===== config.mk =====
export PLATFORM = sky130hd
export DESIGN_NAME = frame_segmenter
export DESIGN_NICKNAME = d
export VERILOG_FILES = /design/src/rtl/fsq_pkg.sv /design/src/rtl/fsq_ctrl.sv /design/src/rtl/fsq_countdown.sv /design/src/rtl/fsq_tagger.sv /design/src/rtl/frame_segmenter.sv
export SDC_FILE = /design/constraint.sdc
export NUM_CORES = 1
export LEC_CHECK = 0
export CORE_ASPECT_RATIO = 1.5
export CORE_MARGIN = 5
export CORE_UTILIZATION = 50
export CTS_CLUSTER_DIAMETER = 40
export DETAILED_ROUTE_END_ITERATION = 12
export PLACE_DENSITY_LB_ADDON = 0.12
export SLEW_MARGIN = 25
export SYNTH_ARGS = -nofsm -noshare
export SYNTH_HDL_FRONTEND = slang
export SYNTH_SLANG_ARGS = --single-unit

===== constraint.sdc =====
create_clock -name clk -period 7 [get_ports clk]
set_input_delay 2.1 -clock clk [delete_from_list [all_inputs] [get_ports clk]]
set_output_delay 2.1 -clock clk [all_outputs]
set_load 0.01 [all_outputs]

===== src/rtl/fsq_pkg.sv =====
package fsq_pkg;

  typedef enum logic [1:0] {
    ST_IDLE = 2'd0,
    ST_ID   = 2'd1,
    ST_DATA = 2'd2,
    ST_FIN  = 2'd3
  } fsq_state_e;

endpackage


===== src/rtl/fsq_ctrl.sv =====
module fsq_ctrl
  import fsq_pkg::*;
(
  input  logic       clk,
  input  logic       rst_n,
  input  logic       go,
  input  logic       stop,
  input  logic       id_en,
  input  logic       len_zero_in,
  input  logic       len_zero_q,
  input  logic       id_taken,
  input  logic       last_byte,
  output fsq_state_e state
);

  fsq_state_e nxt;

  always_comb begin
    nxt = state;
    unique case (state)
      ST_IDLE: begin
        if (go) begin
          if (id_en)            nxt = ST_ID;
          else if (len_zero_in) nxt = ST_FIN;
          else                  nxt = ST_DATA;
        end
      end
      ST_ID: begin
        if (id_taken) nxt = len_zero_q ? ST_FIN : ST_DATA;
      end
      ST_DATA: begin
        if (last_byte) nxt = ST_FIN;
      end
      ST_FIN:  nxt = ST_IDLE;
      default: nxt = ST_IDLE;
    endcase
    if (stop) nxt = ST_IDLE;
  end

  always_ff @(posedge clk or negedge rst_n) begin
    if (!rst_n) state <= ST_IDLE;
    else        state <= nxt;
  end

endmodule


===== src/rtl/fsq_countdown.sv =====
module fsq_countdown #(
  parameter int LEN_W = 16
) (
  input  logic             clk,
  input  logic             rst_n,
  input  logic             load,
  input  logic [LEN_W-1:0] len_in,
  input  logic [LEN_W-1:0] thr_in,
  input  logic             dec,
  input  logic             clear,
  output logic [LEN_W-1:0] remain,
  output logic [LEN_W-1:0] pos,
  output logic             hit
);

  localparam logic [LEN_W-1:0] ONE = LEN_W'(1);

  logic [LEN_W-1:0] thr_q;
  logic [LEN_W-1:0] remain_dec;

  assign remain_dec = remain - ONE;

  always_ff @(posedge clk or negedge rst_n) begin
    if (!rst_n) begin
      remain <= '0;
      pos    <= '0;
      thr_q  <= '0;
      hit    <= 1'b0;
    end else if (clear) begin
      hit <= 1'b0;
    end else if (load) begin
      remain <= len_in;
      pos    <= '0;
      thr_q  <= thr_in;
      hit    <= 1'b0;
    end else if (dec) begin
      remain <= remain_dec;
      pos    <= pos + ONE;
      hit    <= (remain_dec == thr_q);
    end else begin
      hit <= 1'b0;
    end
  end

endmodule


===== src/rtl/fsq_tagger.sv =====
module fsq_tagger #(
  parameter int LEN_W = 16
) (
  input  logic [LEN_W-1:0] pos,
  input  logic [LEN_W-1:0] hdr,
  input  logic [LEN_W-1:0] pay,
  output logic             in_window
);

  localparam int SUM_W = LEN_W + 1;

  logic [SUM_W-1:0] pos_x;
  logic [SUM_W-1:0] lo_x;
  logic [SUM_W-1:0] hi_x;

  assign pos_x     = {1'b0, pos};
  assign lo_x      = {1'b0, hdr};
  assign hi_x      = {1'b0, hdr} + {1'b0, pay};
  assign in_window = (pos_x >= lo_x) && (pos_x < hi_x);

endmodule


===== src/rtl/frame_segmenter.sv =====
module frame_segmenter
  import fsq_pkg::*;
#(
  parameter int LEN_W  = 16,
  parameter int ID_W   = 32,
  parameter int BYTE_W = 8
) (
  input  logic              clk,
  input  logic              rst_n,
  input  logic              chan_en,
  input  logic              id_post_en,
  input  logic              start,
  input  logic              stop,
  input  logic [ID_W-1:0]   frame_id,
  input  logic [LEN_W-1:0]  frame_len,
  input  logic [LEN_W-1:0]  hdr_len,
  input  logic [LEN_W-1:0]  pay_len,
  input  logic [LEN_W-1:0]  thresh_len,
  input  logic              in_valid,
  input  logic [BYTE_W-1:0] in_data,
  output logic              in_ready,
  output logic              out_valid,
  output logic [ID_W-1:0]   out_data,
  output logic              out_is_id,
  output logic              out_proc,
  input  logic              out_ready,
  output logic [LEN_W-1:0]  left_count,
  output logic              thresh_hit,
  output logic              busy,
  output logic              done
);

  localparam int PAD_W = ID_W - BYTE_W;
  localparam logic [LEN_W-1:0] ONE = LEN_W'(1);

  fsq_state_e       state;
  logic             go;
  logic             accept;
  logic             last_byte;
  logic             id_taken;
  logic             in_window;
  logic [LEN_W-1:0] pos;
  logic [LEN_W-1:0] hdr_q;
  logic [LEN_W-1:0] pay_q;
  logic [ID_W-1:0]  id_q;

  assign go        = start && chan_en && (state == ST_IDLE) && !stop;
  assign accept    = (state == ST_DATA) && in_valid && out_ready;
  assign last_byte = accept && (left_count == ONE);
  assign id_taken  = (state == ST_ID) && out_ready;

  always_ff @(posedge clk or negedge rst_n) begin
    if (!rst_n) begin
      hdr_q <= '0;
      pay_q <= '0;
      id_q  <= '0;
    end else if (go) begin
      hdr_q <= hdr_len;
      pay_q <= pay_len;
      id_q  <= frame_id;
    end
  end

  fsq_ctrl u_ctrl (
    .clk         (clk),
    .rst_n       (rst_n),
    .go          (go),
    .stop        (stop),
    .id_en       (id_post_en),
    .len_zero_in (frame_len == '0),
    .len_zero_q  (left_count == '0),
    .id_taken    (id_taken),
    .last_byte   (last_byte),
    .state       (state)
  );

  fsq_countdown #(.LEN_W(LEN_W)) u_count (
    .clk    (clk),
    .rst_n  (rst_n),
    .load   (go),
    .len_in (frame_len),
    .thr_in (thresh_len),
    .dec    (accept),
    .clear  (stop),
    .remain (left_count),
    .pos    (pos),
    .hit    (thresh_hit)
  );

  fsq_tagger #(.LEN_W(LEN_W)) u_tag (
    .pos       (pos),
    .hdr       (hdr_q),
    .pay       (pay_q),
    .in_window (in_window)
  );

  always_comb begin
    out_valid = 1'b0;
    out_data  = '0;
    out_is_id = 1'b0;
    out_proc  = 1'b0;
    in_ready  = 1'b0;
    unique case (state)
      ST_ID: begin
        out_valid = 1'b1;
        out_data  = id_q;
        out_is_id = 1'b1;
      end
      ST_DATA: begin
        out_valid = in_valid;
        out_data  = {{PAD_W{1'b0}}, in_data};
        out_proc  = in_window;
        in_ready  = out_ready;
      end
      default: ;
    endcase
  end

  assign busy = (state == ST_ID) || (state == ST_DATA);
  assign done = (state == ST_FIN);

endmodule


Word level (Yosys, flattened, before mapping)

Index checks and enable logic that the tools add are counted.

Equal/unequal tests: 8
$lt $le $gt $ge: 2
Bitwise operators: 1
Reductions and logical operators: 17
Muxes and demuxes: 20
$add $sub $neg: 3

Operators by type and width:

| operator              | number |
|---|---|
| $mux 16               | 4 |
| $pmux 32 s2           | 1 |
| $logic_not 16->1      | 2 |
| $add 16x16->17        | 1 |
| $lt 16x17->1          | 1 |
| $add 16x1->16 const B | 1 |
| $eq 16x1->1 const B   | 1 |
| $eq 16x16->1          | 1 |
| $ge 16x16->1          | 1 |
| $sub 16x1->16 const B | 1 |
| $mux 2                | 5 |
| $ne 3x3->1 const B    | 3 |
| $logic_and 1x1->1     | 8 |
| $mux 1                | 8 |
| $pmux 2 s4            | 1 |
| $eq 2x2->1 const B    | 2 |
| $reduce_and 2->1      | 2 |
| $reduce_and 3->1      | 1 |
| $eq 2x1->1 const B    | 1 |
| $logic_not 2->1       | 1 |
| $pmux 1 s2            | 1 |
| $reduce_bool 2->1     | 1 |
| $logic_not 1->1       | 1 |
| $logic_or 1x1->1      | 1 |
| $not 1->1             | 1 |

Logic and storage cells: 59
Flip-flop bits (word level): 115
Output and inout bits: 55
Input port bits: 112

Longest topological paths before layout

Depth after elaboration: 7
Mapped depth: 15
Mapped depth without buffers: 15

By module

A second synthesis with hierarchy kept.

Cell total of the unflattened synthesis: 709
Area, all modules: 7617.3 um^2

Modules (own cells, without submodules):

| module          | seq. area each (um^2) | area each (um^2) | cells each | instances |
|---|---|---|---|---|
| frame_segmenter | 1601.5                | 3051.7           | 206        | 1 |
| fsq_countdown   | 1226.2                | 2927.8           | 301        | 1 |
| fsq_tagger      | 0.0                   | 1431.4           | 180        | 1 |
| fsq_ctrl        | 50.0                  | 206.4            | 22         | 1 |

Worst setup path before layout

OpenSTA, ideal clock, no wires.

Path type: register to output
From: reg hdr_q[0]
To: out out_proc
Arrival: 2930 ps
Data required time: 4900 ps
Cell stages (with the launch flop): 16
Buffers on the path: 0
Setup slack: 1970 ps
Path through: dfrtp_1 > ha_1 > fa_1 > a211oi_1 > o21ai_0 > a31oi_1 > a21oi_1 > o21a_1 > nor2_1 > xnor2_1 > ha_1 > o21ai_0 > nand2b_1 > a21oi_1 > a211oi_1 > a31oi_1

Cells in the longest elaborated chain, start to end: 4
Elaborated cells on any way between the ends: 5
Those cells by class: add/sub (1); order compare (2); mux (1); reduce/logical (1)

RTL lines:

| element                | RTL line               | source |
|---|---|---|
| from (decl)            | frame_segmenter.sv:43  | `logic [LEN_W-1:0] hdr_q;` |
| from (signal assigned) | frame_segmenter.sv:58  | `hdr_q <= hdr_len;` |
| $add 16x16->17         | fsq_tagger.sv:18       | `assign hi_x = {1'b0, hdr} + {1'b0, pay};` |
| $lt 16x17->1           | fsq_tagger.sv:19       | `assign in_window = (pos_x >= lo_x) && (pos_x < hi_x);` |
| $logic_and 1x1->1 *    | fsq_tagger.sv:19       |  |
| $mux 1 *               | frame_segmenter.sv:103 | `unique case (state)` |
| to (decl)              | frame_segmenter.sv:25  | `output logic out_proc,` |

Mark *: on every way between the ends. The rest lies on a longest branch, timed or not.

Worst setup path after layout

Ends and elaborated chain as after synthesis.

==> results.sh <==
export IMPL_seq_area_frac_synth_pct=41.4
export IMPL_crit_path_start="hdr_q[0]"
export IMPL_arrival_ns=4.42
export IMPL_area_delta_synth_final_pct=33.6
export IMPL_rr_worst_depth=9
export IMPL_dr_max_layer_used="met4"
export IMPL_wl_per_cell_um=18.3
export IMPL_post_cts_buffers=0
export IMPL_cts_tree="done"
export IMPL_cts_buffer_depth=2
export IMPL_track_usage_pct=23.0
export IMPL_drt_total_wl_um=18700
export IMPL_r2r_start="u_count.remain[0]"
export IMPL_post_dp_cell_area_um2=8730
export IMPL_ctsHoldBuffers=0
export IMPL_initial_core_util_pct=51.2
export IMPL_die_h_um=154
export IMPL_setup_ws_ns=0.481
export IMPL_syn_inst=688
export IMPL_drt_iter0_drc=234
export IMPL_fp_dieArea_um2=16400
export IMPL_clk_latency_ns=0.42
export IMPL_cpPeakStageDelay_ns=0.59
export IMPL_min_period_ns=6.52
export IMPL_critPathMaxFanout=3
export IMPL_fin_skew_ns=0.00596
export IMPL_met2_length_um=9900
export IMPL_min_from="id_q[8]"
export IMPL_cp_end_kind="output pin"
export IMPL_final_core_utilization_pct=68.4
export IMPL_ctsRootBufferMaster="clkbuf_16"
export IMPL_syn_nets=856
export IMPL_clkTransAtPathRegs_ns=0.05
export IMPL_p_per_area_nw_per_um2=415
export IMPL_place_inst=988
export IMPL_holdWs_ns=0.496
export IMPL_synthArstFlopShare_pct=100
export IMPL_pin_count=167
export IMPL_grt_pass1_vias=6330
export IMPL_final_cells=1018
export IMPL_ys_flop_type="dfrtp_1"
export IMPL_cts_made_buffers=17
export IMPL_post_route_drc_count=0
export IMPL_ant_nets=0
export IMPL_m1WireLength_um=6900
export IMPL_avgSynthCellArea_um2=10.1
export IMPL_die_x_um=106
export IMPL_setup_tns_ns=0
export IMPL_hpwl_um=13700
export IMPL_gp_congestion=0.902
export IMPL_maxCapViolCount=0
export IMPL_fmax_ghz=0.153
export IMPL_core_um2=13600
export IMPL_drive_above_1_share_pct=12.2
export IMPL_required_ns=4.90
export IMPL_nets=1013
export IMPL_ys_seq_elements=115
export IMPL_p_leak_nw=4.03
export IMPL_grt_max_degree=85
export IMPL_stdcell_area_um2=9300
export IMPL_drt_pass1_iter_count=5
export IMPL_grt_setup_unrepaired="no"
export IMPL_maxSlewViolCount=0
export IMPL_port_buffers=166
export IMPL_yosysWarnings=0
export IMPL_status="complete, no violations"
export IMPL_clock_sinks=115
export IMPL_worst_slew_pin_slew_ns=0.915
export IMPL_crit_path_start_kind="flip-flop"
export IMPL_slowest_stage="clkdlybuf4s50_1"
export IMPL_p_total_mw=3.86
export IMPL_h_tree_depth=4
export IMPL_slew_headroom_pct=38.5
export IMPL_syn_area_um2=6960
export IMPL_synth_cell_types=54
export IMPL_cts_resized=0
export IMPL_hold_violations=0
export IMPL_avgViaCountPerCell=5.86
export IMPL_grt_overflow_total=0
export IMPL_vias=5969
export IMPL_setup_viol=0
export IMPL_antenna_found_initial=1
export IMPL_hold_path_class="reg -> reg"
export IMPL_synth_edf_count=0
export IMPL_path_class="reg -> out"
export IMPL_place_worst_setup_slack_ns=0.962
export IMPL_path_cells="ha_1 -> fa_1 -> a211oi_1 -> o21ai_0 -> a31oi_1 -> a21oi_1 -> o21a_1 -> nor2_1 -> xnor2_1 -> ha_1 -> o21ai_0 -> nand2b_1 -> a21oi_1 -> a211oi_1 -> a31oi_1 -> clkdlybuf4s50_1"
export IMPL_vdd_drop_max_mv=0.188
export IMPL_min_path_cells=1
export IMPL_num_rows=52
export IMPL_fin_crit_sh_pct=93.1
export IMPL_grt_pass1_wl_um=30200
export IMPL_wl_met3_um=1180
logic make-up (layout without fill, tap and decap cells):
logic type | Yosys count | count (layout) | share of synthesized area (%)
multiplexers | 66 | 66 | 10.7
AO/OA/AOI/OAI | 150 | 150 | 14.0
buffers and inverters | 59 | 226 | 3.24
adder cells (fa/ha/maj) | 56 | 56 | 10.2
XOR/XNOR | 45 | 45 | 5.67
AND/OR/NAND/NOR | 197 | 197 | 14.9
flip-flops | 115 | 115 | 41.4
other | 0 | 1 | 0
layout make-up:
cell class / instances / area [um2]
tap: 162 / 203
multi-input combinational: 514 / 3860
antenna: 1 / 2.50
clock buffer: 23 / 478
inverter: 27 / 101
sequential: 115 / 2880
fill: 1069 / 4300
clock inverter: 6 / 80.1
timing repair buffer: 170 / 1690
power breakdown:
group          switching (mW)  internal [mW]
Clock                   0.289          0.542
Sequential              0.256          0.946
Combinational           0.913          0.909
Total                    1.46           2.40
final timing paths:
kind                                         end  slack, ns
worst max-delay path                    out_proc       0.48
worst min-delay path                     id_q[8]       0.50
worst max register to register       u_count.hit       4.10
worst min register to register           id_q[8]       0.50
max in group asynchronous       u_count.thr_q[5]       4.31
min in group asynchronous               id_q[22]       1.75
worst max-delay path, delay by kind of cell, from the launching register on:
kind | cells | cell delay [ns]
AO/OA/AOI/OAI | 9 | 1.75
XOR/XNOR | 1 | 0.14
adder cells (fa/ha/maj) | 3 | 0.94
buffers and inverters | 1 | 0.59
flip-flops | 1 | 0.39
AND/OR/NAND/NOR | 2 | 0.17
metal layers:
metal,vias up,global-route usage (%)
met5,-,0
met4,0,11.4
met3,55,7.46
met2,197,40.8
met1,2892,24.2
li1,2825,-
cell usage in the layout, fill, tap and decap left out, types with 4 or more instances in the layout:
master	netlist	routed
clkbuf_16	0	17
ha_1	55	55
or3_1	5	5
o21ai_0	54	54
a22o_1	10	10
xnor2_1	23	23
o21a_1	5	5
a221o_1	15	15
dfrtp_1	115	115
nor2b_1	4	4
a211oi_1	4	4
clkdlybuf4s50_1	0	165
clkinv_2	0	4
nand4_1	10	10
mux2_2	65	65
a21o_1	11	11
a31oi_1	5	5
nand2b_1	5	5
nand3_1	9	9
nor4_1	17	17
xor2_1	22	22
inv_1	27	27
and2_1	4	4
buf_4	0	4
a21oi_1	29	29
and3_1	26	26
nor2_1	39	38
nand2_1	49	49
nor3_1	13	13
registers in the layout (all words and copies together), names as in the netlist:
register        cells
hdr_q              16
u_count.remain     16
u_count.hit         1
u_count.pos        16
u_count.thr_q      16
pay_q              16
u_ctrl.state        2
id_q               32
synth_stat cells (4+ instances only):
library cell	instances	area [um2]
and3_1	26	163
nor2b_1	4	25.0
xnor2_1	23	201
o21ai_0	54	270
a211oi_1	4	30.0
nand2_1	49	184
nand3_1	9	45.0
nand2b_1	5	31.3
a21oi_1	29	145
dfrtp_1	115	2880
nor4_1	17	106
nor2_1	39	146
o21a_1	5	37.5
a221o_1	15	150
a22o_1	10	87.6
clkbuf_1	26	97.6
ha_1	55	688
inv_1	27	101
nor3_1	13	65.1
or3_1	5	31.3
a31oi_1	5	31.3
and2_1	4	25.0
nand4_1	10	62.6
a21o_1	11	82.6
mux2_2	65	732
xor2_1	22	193
Power figures use the tool's default switching activity.
